**config.mk**
```make
export PLATFORM = sky130hd
export DESIGN_NAME = sram_async_ctrl
export DESIGN_NICKNAME = d
export VERILOG_FILES = /design/src/rtl/sram_ctrl_pkg.sv /design/src/rtl/sram_ctrl_fsm.sv /design/src/rtl/sram_pin_drive.sv /design/src/rtl/sram_rd_capture.sv /design/src/rtl/sram_async_ctrl.sv
export SDC_FILE = /design/constraint.sdc
export NUM_CORES = 1
export LEC_CHECK = 0
export ABC_CLOCK_PERIOD_IN_PS = 2500
export BUFFER_PORTS_ARGS = -buffer_cell sky130_fd_sc_hd__buf_2
export CORE_ASPECT_RATIO = 0.75
export CORE_MARGIN = 1.5
export CORE_UTILIZATION = 45
export CTS_BUF_LIST = sky130_fd_sc_hd__clkbuf_4 sky130_fd_sc_hd__clkbuf_8
export CTS_CLUSTER_SIZE = 20
export DETAILED_ROUTE_END_ITERATION = 6
export PLACE_DENSITY = 0.86
export SYNTH_ARGS = -nofsm -noshare
export SYNTH_HDL_FRONTEND = slang
export SYNTH_HIERARCHICAL = 1
export SYNTH_SLANG_ARGS = --single-unit
```
**constraint.sdc**
```tcl
create_clock -name clk_i -period 2.5 [get_ports clk_i]
set_input_delay 0.25 -clock clk_i [delete_from_list [all_inputs] [get_ports clk_i]]
set_output_delay 0.25 -clock clk_i [all_outputs]
set_load 0.05 [all_outputs]
```
**src/rtl/sram_ctrl_pkg.sv**
```systemverilog
package sram_ctrl_pkg;

  typedef enum logic [2:0] {
    ST_IDLE,
    ST_SETUP,
    ST_RD,
    ST_WR,
    ST_REC
  } sram_st_e;

  // whole cycles covering ns, never below one
  function automatic int ns_to_cyc(input int ns, input int period);
    int c;
    c = (ns + period - 1) / period;
    return (c < 1) ? 1 : c;
  endfunction

  function automatic int max_int(input int a, input int b);
    return (a > b) ? a : b;
  endfunction

endpackage

```
**src/rtl/sram_ctrl_fsm.sv**
```systemverilog
module sram_ctrl_fsm
  import sram_ctrl_pkg::*;
#(
  parameter int SETUP_CYC = 1,
  parameter int RD_CYC    = 6,
  parameter int WP_CYC    = 5,
  parameter int REC_CYC   = 1,
  parameter int CNT_W     = 3
) (
  input  logic             clk_i,
  input  logic             rst_ni,
  input  logic             req_i,
  input  logic             op_we_i,
  output sram_st_e         state_q_o,
  output sram_st_e         state_d_o,
  output logic [CNT_W-1:0] cnt_d_o,
  output logic             accept_o,
  output logic             rd_last_o
);

  sram_st_e         state_q, state_d;
  logic [CNT_W-1:0] cnt_q, cnt_d;
  logic             cnt_zero;

  assign cnt_zero = (cnt_q == '0);

  always_comb begin
    state_d   = state_q;
    cnt_d     = cnt_q;
    accept_o  = 1'b0;
    rd_last_o = 1'b0;
    unique case (state_q)
      ST_IDLE: begin
        if (req_i) begin
          accept_o = 1'b1;
          state_d  = ST_SETUP;
          cnt_d    = CNT_W'(SETUP_CYC - 1);
        end
      end
      ST_SETUP: begin
        if (cnt_zero) begin
          state_d = op_we_i ? ST_WR : ST_RD;
          cnt_d   = op_we_i ? CNT_W'(WP_CYC - 1) : CNT_W'(RD_CYC - 1);
        end else begin
          cnt_d = cnt_q - CNT_W'(1);
        end
      end
      ST_RD: begin
        if (cnt_zero) begin
          rd_last_o = 1'b1;
          state_d   = ST_REC;
          cnt_d     = CNT_W'(REC_CYC - 1);
        end else begin
          cnt_d = cnt_q - CNT_W'(1);
        end
      end
      ST_WR: begin
        if (cnt_zero) begin
          state_d = ST_REC;
          cnt_d   = CNT_W'(REC_CYC - 1);
        end else begin
          cnt_d = cnt_q - CNT_W'(1);
        end
      end
      ST_REC: begin
        if (cnt_zero) state_d = ST_IDLE;
        else          cnt_d   = cnt_q - CNT_W'(1);
      end
      default: state_d = ST_IDLE;
    endcase
  end

  always_ff @(posedge clk_i or negedge rst_ni) begin
    if (!rst_ni) begin
      state_q <= ST_IDLE;
      cnt_q   <= '0;
    end else begin
      state_q <= state_d;
      cnt_q   <= cnt_d;
    end
  end

  assign state_q_o = state_q;
  assign state_d_o = state_d;
  assign cnt_d_o   = cnt_d;

endmodule

```
**src/rtl/sram_pin_drive.sv**
```systemverilog
module sram_pin_drive
  import sram_ctrl_pkg::*;
#(
  parameter int NUM_LANES = 2,
  parameter int WP_CYC    = 5,
  parameter int WHZ_CYC   = 2,
  parameter int REC_CYC   = 1,
  parameter int CNT_W     = 3
) (
  input  logic                 clk_i,
  input  logic                 rst_ni,
  input  sram_st_e             state_d_i,
  input  logic [CNT_W-1:0]     cnt_d_i,
  input  logic                 op_we_i,
  input  logic [NUM_LANES-1:0] be_i,
  output logic                 ce_no,
  output logic                 we_no,
  output logic                 oe_no,
  output logic [NUM_LANES-1:0] lane_no,
  output logic                 dq_oe_o
);

  localparam int DRV_CYC = WP_CYC - WHZ_CYC;

  logic act_d, drv_d;

  assign act_d = (state_d_i == ST_RD) || (state_d_i == ST_WR);
  // drivers wait out the memory's release time, then hold one cycle past the write
  assign drv_d = ((state_d_i == ST_WR) && (cnt_d_i < CNT_W'(DRV_CYC))) ||
                 ((state_d_i == ST_REC) && op_we_i && (cnt_d_i == CNT_W'(REC_CYC - 1)));

  // all pins come from flops so the asynchronous part never sees decode glitches
  always_ff @(posedge clk_i or negedge rst_ni) begin
    if (!rst_ni) begin
      ce_no   <= 1'b1;
      we_no   <= 1'b1;
      oe_no   <= 1'b1;
      dq_oe_o <= 1'b0;
    end else begin
      ce_no   <= !act_d;
      we_no   <= (state_d_i != ST_WR);
      oe_no   <= (state_d_i != ST_RD);
      dq_oe_o <= drv_d;
    end
  end

  for (genvar g = 0; g < NUM_LANES; g++) begin : g_lane
    always_ff @(posedge clk_i or negedge rst_ni) begin
      if (!rst_ni) lane_no[g] <= 1'b1;
      else         lane_no[g] <= !(act_d && be_i[g]);
    end
  end

endmodule

```
**src/rtl/sram_rd_capture.sv**
```systemverilog
module sram_rd_capture #(
  parameter int NUM_LANES = 2,
  parameter int LANE_W    = 8
) (
  input  logic                        clk_i,
  input  logic                        rst_ni,
  input  logic                        cap_i,
  input  logic [NUM_LANES-1:0]        be_i,
  input  logic [NUM_LANES*LANE_W-1:0] dq_i,
  output logic [NUM_LANES*LANE_W-1:0] rdata_o,
  output logic                        rvalid_o
);

  for (genvar g = 0; g < NUM_LANES; g++) begin : g_lane
    always_ff @(posedge clk_i or negedge rst_ni) begin
      if (!rst_ni) begin
        rdata_o[g*LANE_W +: LANE_W] <= '0;
      end else if (cap_i) begin
        rdata_o[g*LANE_W +: LANE_W] <= be_i[g] ? dq_i[g*LANE_W +: LANE_W] : '0;
      end
    end
  end

  always_ff @(posedge clk_i or negedge rst_ni) begin
    if (!rst_ni) rvalid_o <= 1'b0;
    else         rvalid_o <= cap_i;
  end

endmodule

```
**src/rtl/sram_async_ctrl.sv**
```systemverilog
module sram_async_ctrl
  import sram_ctrl_pkg::*;
#(
  parameter int ADDR_W        = 18,
  parameter int DATA_W        = 16,
  parameter int CLK_PERIOD_NS = 10,
  parameter int T_AS_NS       = 0,
  parameter int T_ACC_NS      = 55,
  parameter int T_WP_NS       = 45,
  parameter int T_AW_NS       = 50,
  parameter int T_DW_NS       = 25,
  parameter int T_WHZ_NS      = 20,
  parameter int T_TURN_NS     = 0
) (
  input  logic              clk_i,
  input  logic              rst_ni,
  input  logic              req_i,
  input  logic              we_i,
  input  logic [ADDR_W-1:0] addr_i,
  input  logic [DATA_W-1:0] wdata_i,
  input  logic [1:0]        be_i,
  output logic              ready_o,
  output logic [DATA_W-1:0] rdata_o,
  output logic              rvalid_o,
  output logic [ADDR_W-1:0] sram_addr_o,
  output logic              sram_ce_no,
  output logic              sram_we_no,
  output logic              sram_oe_no,
  output logic              sram_lb_no,
  output logic              sram_ub_no,
  output logic [DATA_W-1:0] sram_dq_o,
  output logic              sram_dq_oe_o,
  input  logic [DATA_W-1:0] sram_dq_i
);

  localparam int NUM_LANES = DATA_W / 8;
  localparam int SETUP_CYC = ns_to_cyc(T_AS_NS, CLK_PERIOD_NS);
  localparam int RD_CYC    = ns_to_cyc(T_ACC_NS, CLK_PERIOD_NS);
  localparam int WHZ_CYC   = ns_to_cyc(T_WHZ_NS, CLK_PERIOD_NS);
  localparam int DW_CYC    = ns_to_cyc(T_DW_NS, CLK_PERIOD_NS);
  localparam int REC_CYC   = ns_to_cyc(T_TURN_NS, CLK_PERIOD_NS);
  localparam int WP_CYC    = max_int(max_int(ns_to_cyc(T_WP_NS, CLK_PERIOD_NS), WHZ_CYC + DW_CYC),
                                     ns_to_cyc(T_AW_NS, CLK_PERIOD_NS) - SETUP_CYC);
  localparam int MAX_CYC   = max_int(max_int(RD_CYC, WP_CYC), max_int(SETUP_CYC, REC_CYC));
  localparam int CNT_W     = $clog2(MAX_CYC + 1);

  sram_st_e             state_q, state_d;
  logic [CNT_W-1:0]     cnt_d;
  logic                 accept, rd_last;
  logic                 op_we_q;
  logic [NUM_LANES-1:0] be_q, lane_n;
  logic [ADDR_W-1:0]    addr_q;
  logic [DATA_W-1:0]    wdata_q;

  // request fields are frozen at acceptance, while every strobe is inactive
  always_ff @(posedge clk_i or negedge rst_ni) begin
    if (!rst_ni) begin
      op_we_q <= 1'b0;
      be_q    <= '0;
      addr_q  <= '0;
      wdata_q <= '0;
    end else if (accept) begin
      op_we_q <= we_i;
      be_q    <= NUM_LANES'(be_i);
      addr_q  <= addr_i;
      wdata_q <= wdata_i;
    end
  end

  sram_ctrl_fsm #(
    .SETUP_CYC (SETUP_CYC),
    .RD_CYC    (RD_CYC),
    .WP_CYC    (WP_CYC),
    .REC_CYC   (REC_CYC),
    .CNT_W     (CNT_W)
  ) i_fsm (
    .clk_i     (clk_i),
    .rst_ni    (rst_ni),
    .req_i     (req_i),
    .op_we_i   (op_we_q),
    .state_q_o (state_q),
    .state_d_o (state_d),
    .cnt_d_o   (cnt_d),
    .accept_o  (accept),
    .rd_last_o (rd_last)
  );

  sram_pin_drive #(
    .NUM_LANES (NUM_LANES),
    .WP_CYC    (WP_CYC),
    .WHZ_CYC   (WHZ_CYC),
    .REC_CYC   (REC_CYC),
    .CNT_W     (CNT_W)
  ) i_pins (
    .clk_i     (clk_i),
    .rst_ni    (rst_ni),
    .state_d_i (state_d),
    .cnt_d_i   (cnt_d),
    .op_we_i   (op_we_q),
    .be_i      (be_q),
    .ce_no     (sram_ce_no),
    .we_no     (sram_we_no),
    .oe_no     (sram_oe_no),
    .lane_no   (lane_n),
    .dq_oe_o   (sram_dq_oe_o)
  );

  sram_rd_capture #(
    .NUM_LANES (NUM_LANES),
    .LANE_W    (8)
  ) i_rdcap (
    .clk_i     (clk_i),
    .rst_ni    (rst_ni),
    .cap_i     (rd_last),
    .be_i      (be_q),
    .dq_i      (sram_dq_i),
    .rdata_o   (rdata_o),
    .rvalid_o  (rvalid_o)
  );

  assign ready_o     = (state_q == ST_IDLE);
  assign sram_addr_o = addr_q;
  assign sram_dq_o   = wdata_q;
  assign sram_lb_no  = lane_n[0];
  assign sram_ub_no  = lane_n[NUM_LANES-1];

endmodule

```
======== Word-level counts from Yosys, hierarchy flattened ========
Cells that the tools add are included.
cells by class
  add/sub/neg operators ................... 1
  magnitude comparators ................... 1
  eq/ne operators ......................... 9
  muxes and demuxes ....................... 18
  reductions and logical operators ........ 14
operators by type and width
  operator             number
  $mux 3               8
  $pmux 3 s4           2
  $mux 8               2
  $eq 3x2->1 const B   4
  $logic_not 3->1      3
  $eq 3x3->1 const B   2
  $mux 1               6
  $ne 3x2->1 const B   2
  $logic_and 1x1->1    5
  $eq 3x1->1 const B   1
  $logic_not 1->1      3
  $lt 3x2->1 const B   1
  $sub 3x1->3 const B  1
  $logic_or 1x1->1     2
  $reduce_or 2->1      1
storage, ports and cells
  flip-flop bits (word level) ............. 66
  bits of input ports ..................... 56
  output and inout bits ................... 58
  logic and storage cells ................. 58

======== Longest topological paths before layout ========
Gate-level depths: netlist of the first run.
  depth in word-level cells ............... 7
  mapped depth ............................ 11

======== Cells and area by module ========
Netlist of the first run, hierarchy kept.
by module, submodules not included
  module           times used  cells each  area an instance (µm²)  seq. area each (µm²)
  sram_async_ctrl  1           79          1,531.5                 925.9
  sram_rd_capture  1           70          673.1                   425.4
  sram_ctrl_fsm    1           50          442.9                   150.1
  sram_pin_drive   1           16          237.7                   156.4

======== Worst setup path after synthesis of the first run ========
Ideal clock, no wire load.
  path type ............................... reg2reg
  start point ............................. register i_fsm.cnt_q[0]
  end point ............................... register i_pins.dq_oe_o
  setup time .............................. 0.094 ns
  arrival ................................. 2.144 ns
  data required time ...................... 2.406 ns
  slack ................................... 0.263 ns
  cell stages (with the launch flop) ...... 11
  buffers on the path ..................... 0
  cell sequence ........................... dfrtp_1 > inv_1 > ha_1 > nor2b_2 > clkinv_1 > ha_1 > o32ai_1 > a211o_1 > nor4b_2 > nand2_1 > a221oi_2
on the way
  elaborated cells between the ends (all ways) .. 19
  those cells by class .................... add/sub (1); order compare (1); eq/ne (2); mux (9); reduce/logical (6)
RTL lines
  element                                                line                                        text
  start: declaration                                     sram_ctrl_fsm.sv:22                         logic [CNT_W-1:0] cnt_q, cnt_d;
  start signal: assignment                               sram_ctrl_fsm.sv:79                         cnt_q <= cnt_d;
  $sub 3x1->3 / $logic_not 3->1 (equally long branches)  --
  $mux 3 (on tied branches)                              --
  $pmux 3 s4 *                                           sram_ctrl_fsm.sv:32                         unique case (state_q)
  via cnt_d[0]                                           sram_async_ctrl.sv:48                       logic [CNT_W-1:0] cnt_d;
  $lt 3x2->1 / $logic_not 3->1 (equally long branches)   sram_pin_drive.sv:29, sram_pin_drive.sv:30
  $logic_and 1x1->1 (on tied branches)                   sram_pin_drive.sv:29, sram_pin_drive.sv:30
  $logic_or 1x1->1 *                                     sram_pin_drive.sv:29                        assign drv_d = ((state_d_i == ST_WR) && (cnt_d_i < CNT_W'(DRV_CYC))) ||
  via i_pins.drv_d                                       sram_pin_drive.sv:25                        logic act_d, drv_d;
  end signal: assignment                                 sram_pin_drive.sv:43                        dq_oe_o <= drv_d;
  end: declaration                                       sram_pin_drive.sv:20                        output logic dq_oe_o
The timed path passes the listed nets; every way through them passes the cells marked *.
A chain may end at the register's enable or synchronous reset.

======== Worst setup path in the final report of the first run ========
Same ends and word-level chain as after synthesis.

==> results of run 1 <==
==> stage by stage <==
stage	setup slack [ps]	cells
3_5_place_dp	122	403
2_1_floorplan	263	215
3_3_place_gp	314	403
6_report	118	419
5_1_grt	3.10	419
4_1_cts	82.6	419
==> sequential cells by signal (all words and copies together), names as in the netlist, 2 cells and up <==
signal,cells
sram_addr_o,18
i_rdcap/rdata_o,16
sram_dq_o,16
i_fsm/cnt_q,3
i_fsm/state_q_o,3
be_q,2
i_pins/lane_no,2
==> cell families after synthesis <==
kind of cell / count (synthesis) / synth area share
adders and majority gates: 3 / 0.0130
DFF: 66 / 0.575
AOI/OAI and AO/OA: 32 / 0.0677
and+or+nand+nor: 40 / 0.0833
muxes: 39 / 0.190
buffers and inverters: 35 / 0.0711
==> per-layer routing <==
metal	part of all wire	track usage
met2	0.46	0.284
met3	0.11	0.0881
met4	0.013	0.0621
met5	0	0
met1	0.42	0.211
==> synth_stat cells, drive strengths merged <==
master	count	area share
inv	22	0.029
nor2	2	0.0026
a31oi	1	0.0022
a211oi	1	0.0026
a311oi	1	0.0030
nand3	18	0.031
a2bb2oi	1	0.0030
nor4b	2	0.0082
and2	1	0.0022
nor2b	2	0.0078
nor3	4	0.0069
a211o	1	0.0030
o21ai	22	0.038
mux2	37	0.18
nand2	5	0.0065
clkbuf	3	0.0039
clkinv	1	0.0013
a21oi	1	0.0017
o32ai	1	0.0030
a221oi	1	0.0052
nor3b	1	0.0026
dfstp	5	0.046
buf	9	0.037
nand3b	1	0.0039
or2b	2	0.0052
a21boi	1	0.0026
or2	1	0.0022
a31o	1	0.0030
dfrtp	61	0.53
mux2i	2	0.0069
or4	1	0.0039
ha	3	0.013
==> critical path, cell delays in order, from the launching register on <==
cell	delay, ps
dfrtp_1	390
inv_1	130
ha_1	190
nor2b_4	200
clkinv_1	120
ha_1	300
o32ai_1	80
a211o_1	280
nor4b_2	220
nand2_1	90
a221oi_2	270
==> layout make-up <==
| cell class | instances | area (um^2) |
|---|---|---|
| clock inverter | 2 | 35.0 |
| tap | 81 | 101 |
| clock buffer | 13 | 173 |
| inverter | 23 | 86.3 |
| fill | 524 | 2540 |
| sequential | 66 | 1660 |
| multi-input combinational | 114 | 1030 |
| timing repair buffer | 120 | 633 |
==> worst paths after layout <==
check,startpoint,to,depth (start not counted)
min in group asynchronous,rst_ni,i_fsm/state_q_o[0],2
setup reg to reg,i_fsm/cnt_q[0],i_pins/dq_oe_o,10
setup / recovery,i_fsm/cnt_q[0],i_pins/dq_oe_o,10
hold reg to reg,sram_dq_o[4],sram_dq_o[4],1
max in group asynchronous,rst_ni,sram_dq_o[9],3
hold / removal,addr_i[4],sram_addr_o[4],2
==> repair_timing <==
| item | 4_1_cts | 5_1_grt |
|---|---|---|
| setup endpoints to repair | 0 | 1 |
| endpoints found under the hold margin | 14 | 0 |
| gates resized for setup | 0 | 1 |
| hold buffers | 1 | 0 |
==> impl_results.md, run 1 <==
* Run status: finished clean
* Nets in the synthesized netlist at 274
* Antenna Cells at 0
* Final weighted congestion of routability-driven global placement at 0.868
* CTS H-tree lvls at 3
* Cell chosen for the clock root: clkbuf_8
* Max_slew headroom at 0.649
* Placed cell area at 0.00350 mm^2
* Setup Skew at 14.8 ps
* Number of global-route vias before repair at 2066
* Final setup violation count at 0
* Vias per cell at 4.96
* Highest attainable clock frequency at 0.420 GHz
* Core region area at 0.00626 mm^2
* Endpoint class of the critical path: register
* Type of the worst setup path: reg -> reg
* RSZ-0062 raised after global routing: false
* Die span in y at 72.3 um
* Total of buffers placed on input and output ports at 113
* Part of the cycle the worst path needs at 0.953
* Global-route wire length before repair at 9.15 mm
* Setup Total Neg Slack at 0 ps
* Hold crit path type: in -> reg
* Synthesized area at 0.00289 mm^2
* Arrival @ worst endpoint at 2610 ps
* Clk sink count at 66
* Post-CTS clock slew at the launch and capture registers of the worst setup and hold paths at 70 ps
* Most common cell after layout, fill and taps aside: buf_2
* Violation count after the first detailed-routing iteration at 64
* Number of hold violations in the final report at 0
* Maximum net fanout on the critical path at 6
* Post-synthesis sequential element count at 66
* Starting Density at 0.461
* Leading cell types in the layout, fill and taps excluded: 113 x buf_2, 61 x dfrtp_1, 30 x mux2_4, 22 x inv_1, 22 x o21ai_0
* Sequential area share after synthesis at 0.575
* Area added between synthesis and finish at 28.9%
* Via count of the routed design at 2078
* Critical Path Source Type: register
* Total overflow reported by the global router at 0
* Syn Area/Cell at 13.4 um^2
* Row Count at 25
* Post-detail-place hpwl at 4.31 mm
* Avg WL per Cell at 14.2 um
* Antenna violations before repair at 0
* Final worst path period need at 2380 ps
* Synth cell types at 38
* Data required time of the worst path at 2730 ps
* Insertion delay to the later sink of the worst-skew pair at 340 ps
* Total global-route track usage at 0.179
* X dimension of the die at 95.5 um
* Gate Count Post-Synth at 215
* Share of cells above drive strength 1 at 0.547
* Number of design rule violations left after detail routing at 0
* Clock buffer depth at 2
* Non-Filler Cell Area, Final at 0.00372 mm^2
* Util after Layout at 0.595
* Net count of the finished layout at 393
* Number of buffers created by CTS at 9
* TritonCTS clock tree: yes
* Ys Warns at 6
* Total of max-cap violations at 0
* Number of top-level pins at 114
* Worst hold margin at 141 ps
* Setup slack of the most critical reg-to-reg path at 120 ps
* Worst-margin pin slew at 521 ps
* Maximum number of pins on one net before global-route repair at 34
* Final Slew Violations at 0
* Number of setup buffers added after CTS at 0
* Antenna Violating Nets Remaining at 0
* Routed Wire Length at 5.95 mm
* TritonRoute pass-1 iters at 4
* Full die area at 0.00691 mm^2
Power of run 1 is not shown: default switching activity piles up to over one toggle a cycle in this logic, so the estimate is an artifact.
==> run 2, diff against run 1 <==
--- a/config.mk
+++ b/config.mk
@@ -5,6 +5,7 @@
 export SDC_FILE = /design/constraint.sdc
 export NUM_CORES = 1
 export LEC_CHECK = 0
+export ABC_AREA = 1
 export ABC_CLOCK_PERIOD_IN_PS = 2500
 export BUFFER_PORTS_ARGS = -buffer_cell sky130_fd_sc_hd__buf_2
 export CORE_ASPECT_RATIO = 0.75
==> impl_results.md, run 2 <==
* Async S/R FF share, synth at 1.00
* Most frequently used cell type in the post-synthesis netlist: nand2_1
* Highest attainable clock frequency at 0.487 GHz
* Total global-route track usage at 0.206
* Total overflow reported by the global router at 0
* Post-synth top area share at 0.543
* Type of the worst setup path: reg -> reg
* Clk sink count at 66
* Number of hold violations in the final report at 0
* Routed Wire Length at 6.41 mm
* Final worst path period need at 2050 ps
* Cell repeated most along the worst path: nand2_1
* Number of non-filler instances in the completed layout at 517
* TritonCTS clock tree: yes
* Net count of the finished layout at 493
* Total of max-cap violations at 0
* Avg WL per Cell at 12.4 um
* Worst-margin pin slew at 755 ps
* Count of flip-flops with a built-in enable after synthesis at 0
* Area added between synthesis and finish at 28.0%
* Sequential area share after synthesis at 0.590
* Global-route wire length before repair at 10.5 mm
* Setup Skew at 6.31 ps
* CTS H-tree lvls at 3
* Final setup violation count at 0
* Number of design rule violations left after detail routing at 0
* Post-detail-place hpwl at 4.56 mm
* Antenna Cells at 0
* Core region area at 0.00592 mm^2
* Number of buffers created by CTS at 9
* Vias per cell at 4.69
* Area of combinational cells with multiple inputs at 928 um^2
* Maximum net fanout on the critical path at 11
* Antenna violations before repair at 0
* Maximum number of pins on one net before global-route repair at 38
* Most instantiated flip-flop cell in the synthesis netlist: dfrtp_1
* Number of setup buffers added after CTS at 0
* Yosys top cell by area: dfrtp_1
* Number of global-route vias before repair at 2316
* Nets in the synthesized netlist at 378
* Via count of the routed design at 2427
* Setup Total Neg Slack at 0 ps
* Dominant cells by area after synthesis: dfrtp_1 54%, nand2_1 20%, dfstp_2 4.7%, nand3_1 4.6%, buf_6 2.8%
* Post-synthesis sequential element count at 66
* Area used by sequential logic in the layout at 0.00166 mm^2
* Share of cells above drive strength 1 at 0.355
* Part of the cycle the worst path needs at 0.821
* Most common cell after layout, fill and taps aside: nand2_1
* X dimension of the die at 94.3 um
* Clock buffer depth at 2
* Die span in y at 71.4 um
* Data required time of the worst path at 2790 ps
* Syn Area/Cell at 8.81 um^2
* Number of top-level pins at 114
* Max_slew headroom at 0.492
* Synthesized area at 0.00281 mm^2
* Run status: finished clean
* Critical Path Source Type: register
* Delay of the slowest cell on the worst path at 690 ps
* Antenna Violating Nets Remaining at 0
* Post_cts resized at 0
* RSZ-0062 raised after global routing: false
* Cell-by-cell listing of the critical path: inv_1, ha_1, nand2_1, o21ai_0, nand2_2, nor2_2, nand2_1, nand2_1
* Total of buffers placed on input and output ports at 113
* Gate Count Post-Synth at 319
* Insertion delay to the later sink of the worst-skew pair at 350 ps
* Number of flip-flops in the largest register at 18
* Hold crit path type: in -> reg
* Leading cell types in the layout, fill and taps excluded: 153 x nand2_1, 113 x buf_2, 61 x dfrtp_1, 26 x nand3_1, 21 x inv_1
* Final weighted congestion of routability-driven global placement at 0.867
* Row Count at 24
* Final Slew Violations at 0
* Instance count after placement with tap cells included at 500
* Synth cell types at 20
* Violation count after the first detailed-routing iteration at 108
* Count of filler cells inserted in the layout at 527
* Post-CTS clock slew at the launch and capture registers of the worst setup and hold paths at 80 ps
* Starting Density at 0.475
* TritonRoute pass-1 iters at 4
* Most numerous cell types in the synthesized netlist: 153 x nand2_1, 61 x dfrtp_1, 26 x nand3_1, 21 x inv_1, 12 x nand2_2
* Endpoint class of the critical path: register
* Critical-path cell with the highest stage delay: o21ai_0
* Cell chosen for the clock root: clkbuf_8
* Ys Warns at 6
* Arrival @ worst endpoint at 2340 ps
* Setup slack of the most critical reg-to-reg path at 450 ps
* Full die area at 0.00673 mm^2
[run 2: cell count changes after synthesis, moves of 5 or more]
| cell | before | now |
|---|---|---|
| nand2_2 | 0 | 12 |
| nand2_1 | 5 | 153 |
| o21ai_0 | 22 | 5 |
| mux2_4 | 30 | 0 |
| nand3_1 | 18 | 26 |
| nor2_1 | 2 | 8 |
| mux2_2 | 7 | 0 |
| buf_6 | 2 | 7 |
[run 2: layout make-up]
type,instances,area share
clock buffers,10,0.0383
flip-flops and latches,66,0.461
well taps,78,0.0271
inverters,24,0.0271
repair buffers,117,0.170
multi-input cells,216,0.258
clock inverters,6,0.0184
[run 2: kinds of logic after synthesis]
group / after synthesis / share of synthesized area
compound gates: 10 / 0.0187
fa+ha+maj: 3 / 0.0134
flops: 66 / 0.590
simple gates: 203 / 0.297
buf+inv: 37 / 0.0815
[run 2: layer usage]
metal	global-route usage	part of all wire	vias to the layer above
li1	-	-	1200
met1	0.247	0.44	1116
met2	0.329	0.45	101
met3	0.0807	0.088	10
met4	0.0962	0.017	0
met5	0	0	-
[run 2: timing repair]
item | 4_1_cts | 5_1_grt
hold buffers | 1 | 0
hold endpoints to repair | 31 | 0
setup endpoints to repair | 0 | 0
[run 2: path summary, 6_finish.rpt]
check,startpoint,endpoint,depth (start not counted)
worst min-delay path,addr_i[16],sram_addr_o[16],3
worst max register to register,i_fsm/cnt_q[0],i_pins/dq_oe_o,8
max in group asynchronous,rst_ni,i_pins/we_no,3
min in group asynchronous,rst_ni,i_rdcap/rdata_o[5],2
worst min register to register,sram_addr_o[6],sram_addr_o[6],2
worst max-delay path,i_fsm/cnt_q[0],i_pins/dq_oe_o,8
[run 2: worst max-delay path, delay by kind of cell (launching register included)]
family	cells	cell delay, ps
compound gates	1	690
fa+ha+maj	1	150
buf+inv	1	110
flops	1	400
simple gates	5	640
[run 2: per-stage QoR]
stage / utilization / instance area [um^2] / setup WS (ps) / hold slack [ps]
6_report: 0.608 / 3600 / 448 / 92.5
5_1_grt: 0.608 / 3600 / 295 / 90.3
4_1_cts: 0.608 / 3600 / 445 / 80.4
3_5_place_dp: 0.572 / 3380 / 452 / 344
3_3_place_gp: 0.572 / 3380 / 596 / 334
2_1_floorplan: - / 2810 / 846 / -45.6
Power of run 2 is left out for the same reason.
==> run 3, diff against run 2 <==
--- a/config.mk
+++ b/config.mk
@@ -6,7 +6,7 @@
 export NUM_CORES = 1
 export LEC_CHECK = 0
 export ABC_AREA = 1
-export ABC_CLOCK_PERIOD_IN_PS = 2500
+export ABC_CLOCK_PERIOD_IN_PS = 1950
 export BUFFER_PORTS_ARGS = -buffer_cell sky130_fd_sc_hd__buf_2
 export CORE_ASPECT_RATIO = 0.75
 export CORE_MARGIN = 1.5
==> constraint.sdc (replaced) <==
create_clock -name clk_i -period 1.95 [get_ports clk_i]
set_input_delay 0.195 -clock clk_i [delete_from_list [all_inputs] [get_ports clk_i]]
set_output_delay 0.195 -clock clk_i [all_outputs]
set_load 0.05 [all_outputs]
==> impl_results.md, run 3 (synthesized netlist as in run 2, its figures left out) <==
* Part of the cycle the worst path needs at 0.914
* Setup Total Neg Slack at 0 ps
* Number of top-level pins at 114
* Cell chosen for the clock root: clkbuf_8
* End point of the worst hold path: sram_addr_o[16]
* Vias per cell at 4.66
* Endpoint class of the critical path: register
* Final weighted congestion of routability-driven global placement at 0.924
* Highest attainable clock frequency at 0.561 GHz
* Startpoint of the worst register-to-register path: i_fsm/cnt_q[0]
* Number of non-filler instances in the completed layout at 520
* Worst r2r path cells at 11
* Final Slew Violations at 0
* Most common cell after layout, fill and taps aside: nand2_1
* Via count of the routed design at 2425
* Util after Layout at 0.607
* Routed Wire Length at 6.26 mm
* TritonRoute pass-1 iters at 4
* Antenna violations before repair at 0
* Arrival @ worst endpoint at 2050 ps
* Number of buffers created by CTS at 9
* Share of cells above drive strength 1 at 0.362
* Run status: finished clean
* Antenna Violating Nets Remaining at 0
* Critical Path Source Type: register
* TritonCTS clock tree: yes
* Row Count at 24
* Instance count after placement with tap cells included at 503
* Die span in y at 71.4 um
* Max_slew headroom at 0.574
* Insertion delay to the later sink of the worst-skew pair at 330 ps
* Violation count after the first detailed-routing iteration at 113
* Setup slack of the most critical reg-to-reg path at 170 ps
* R2r endpoint: i_pins/dq_oe_o
* Number of design rule violations left after detail routing at 0
* Total global-route track usage at 0.196
* Data required time of the worst path at 2220 ps
* RSZ-0062 raised after global routing: false
* Hold path depth at 3
* Final worst path period need at 1780 ps
* Number of flip-flops in the largest register at 18
* Clk sink count at 66
* Leading cell types in the layout, fill and taps excluded: 152 x nand2_1, 113 x buf_2, 61 x dfrtp_1, 26 x nand3_1, 21 x inv_1
* Global-route wire length before repair at 10.1 mm
* Number of global-route vias before repair at 2192
* Total overflow reported by the global router at 0
* Worst hold start: addr_i[16]
* Total of buffers placed on input and output ports at 113
* Full die area at 0.00673 mm^2
* CTS H-tree lvls at 3
* Post-CTS clock slew at the launch and capture registers of the worst setup and hold paths at 70 ps
* Number of setup buffers added after CTS at 0
* Post-detail-place hpwl at 4.59 mm
* Avg WL per Cell at 12.0 um
* Maximum net fanout on the critical path at 7
* Number of hold violations in the final report at 0
* Setup Skew at 7.67 ps
* Total of max-cap violations at 0
* Type of the worst setup path: reg -> reg
* Final setup violation count at 0
* Hold crit path type: in -> reg
* Net count of the finished layout at 496
* X dimension of the die at 94.3 um
* Worst hold margin at 53.6 ps
* Area added between synthesis and finish at 27.8%
* Clock buffer depth at 2
* Starting Density at 0.475
* Antenna Cells at 0
* Maximum number of pins on one net before global-route repair at 38
* Worst-margin pin slew at 633 ps
* Core region area at 0.00592 mm^2
==> run 3: cell types whose count changed in the layout (fill, tap and decap cells not counted), sizes merged <==
cell | previous run | this run
clkbuf | 10 | 11
clkinvlp | 3 | 2
buf | 116 | 119
clkinv | 2 | 3
bufinv | 1 | 0
==> run 3: critical path, cell delays in order, from the launching register on <==
cell and delay (ps):
dfrtp_1 390, inv_1 110, ha_1 180, nand2_2 110
buf_4 170, nand2_1 100, o21ai_0 250, inv_1 120
nand2_1 60, nor2_1 110, nand2_1 50, nand2_1 60
==> run 3: final cells by class <==
type / instances / area [um^2]
Clock buffer: 11 / 145
Clock inverter: 5 / 30.0
Fill cell: 545 / 2320
Inverter: 24 / 97.6
Multi-Input combinational cell: 216 / 931
Sequential cell: 66 / 1660
Tap cell: 78 / 97.6
Timing Repair Buffer: 120 / 633
==> run 3: metrics by stage <==
stage          setup WS (ps)  instance area [um^2]
6_report                 167                  3590
5_1_grt                 11.5                  3590
4_1_cts                  119                  3590
3_5_place_dp             137                  3400
3_3_place_gp             239                  3400
2_1_floorplan            296                  2810
==> run 3: worst max path at each step <==
stage                        start        endpoint
floorplan           i_fsm/cnt_q[0]  i_pins/dq_oe_o
global placement    i_fsm/cnt_q[0]  i_pins/dq_oe_o
detailed placement  i_fsm/cnt_q[0]  i_pins/dq_oe_o
CTS                 i_fsm/cnt_q[0]  i_pins/dq_oe_o
global route        i_fsm/cnt_q[0]  i_pins/dq_oe_o
finish              i_fsm/cnt_q[0]  i_pins/dq_oe_o
==> run 3: layer usage <==
layer	global-route usage	wire length, um	share of wire
met5	0	0	0
met4	0.0680	78	0.012
met3	0.0690	563	0.090
met2	0.312	2800	0.45
met1	0.251	2820	0.45
==> run 3: timing repair <==
item / 4_1_cts / 5_1_grt
endpoints found under the setup margin: 0 / 3
hold buffers: 1 / 0
gates resized for setup: 0 / 2
hold endpoints to repair: 11 / 0
Power of run 3 is left out for the same reason.
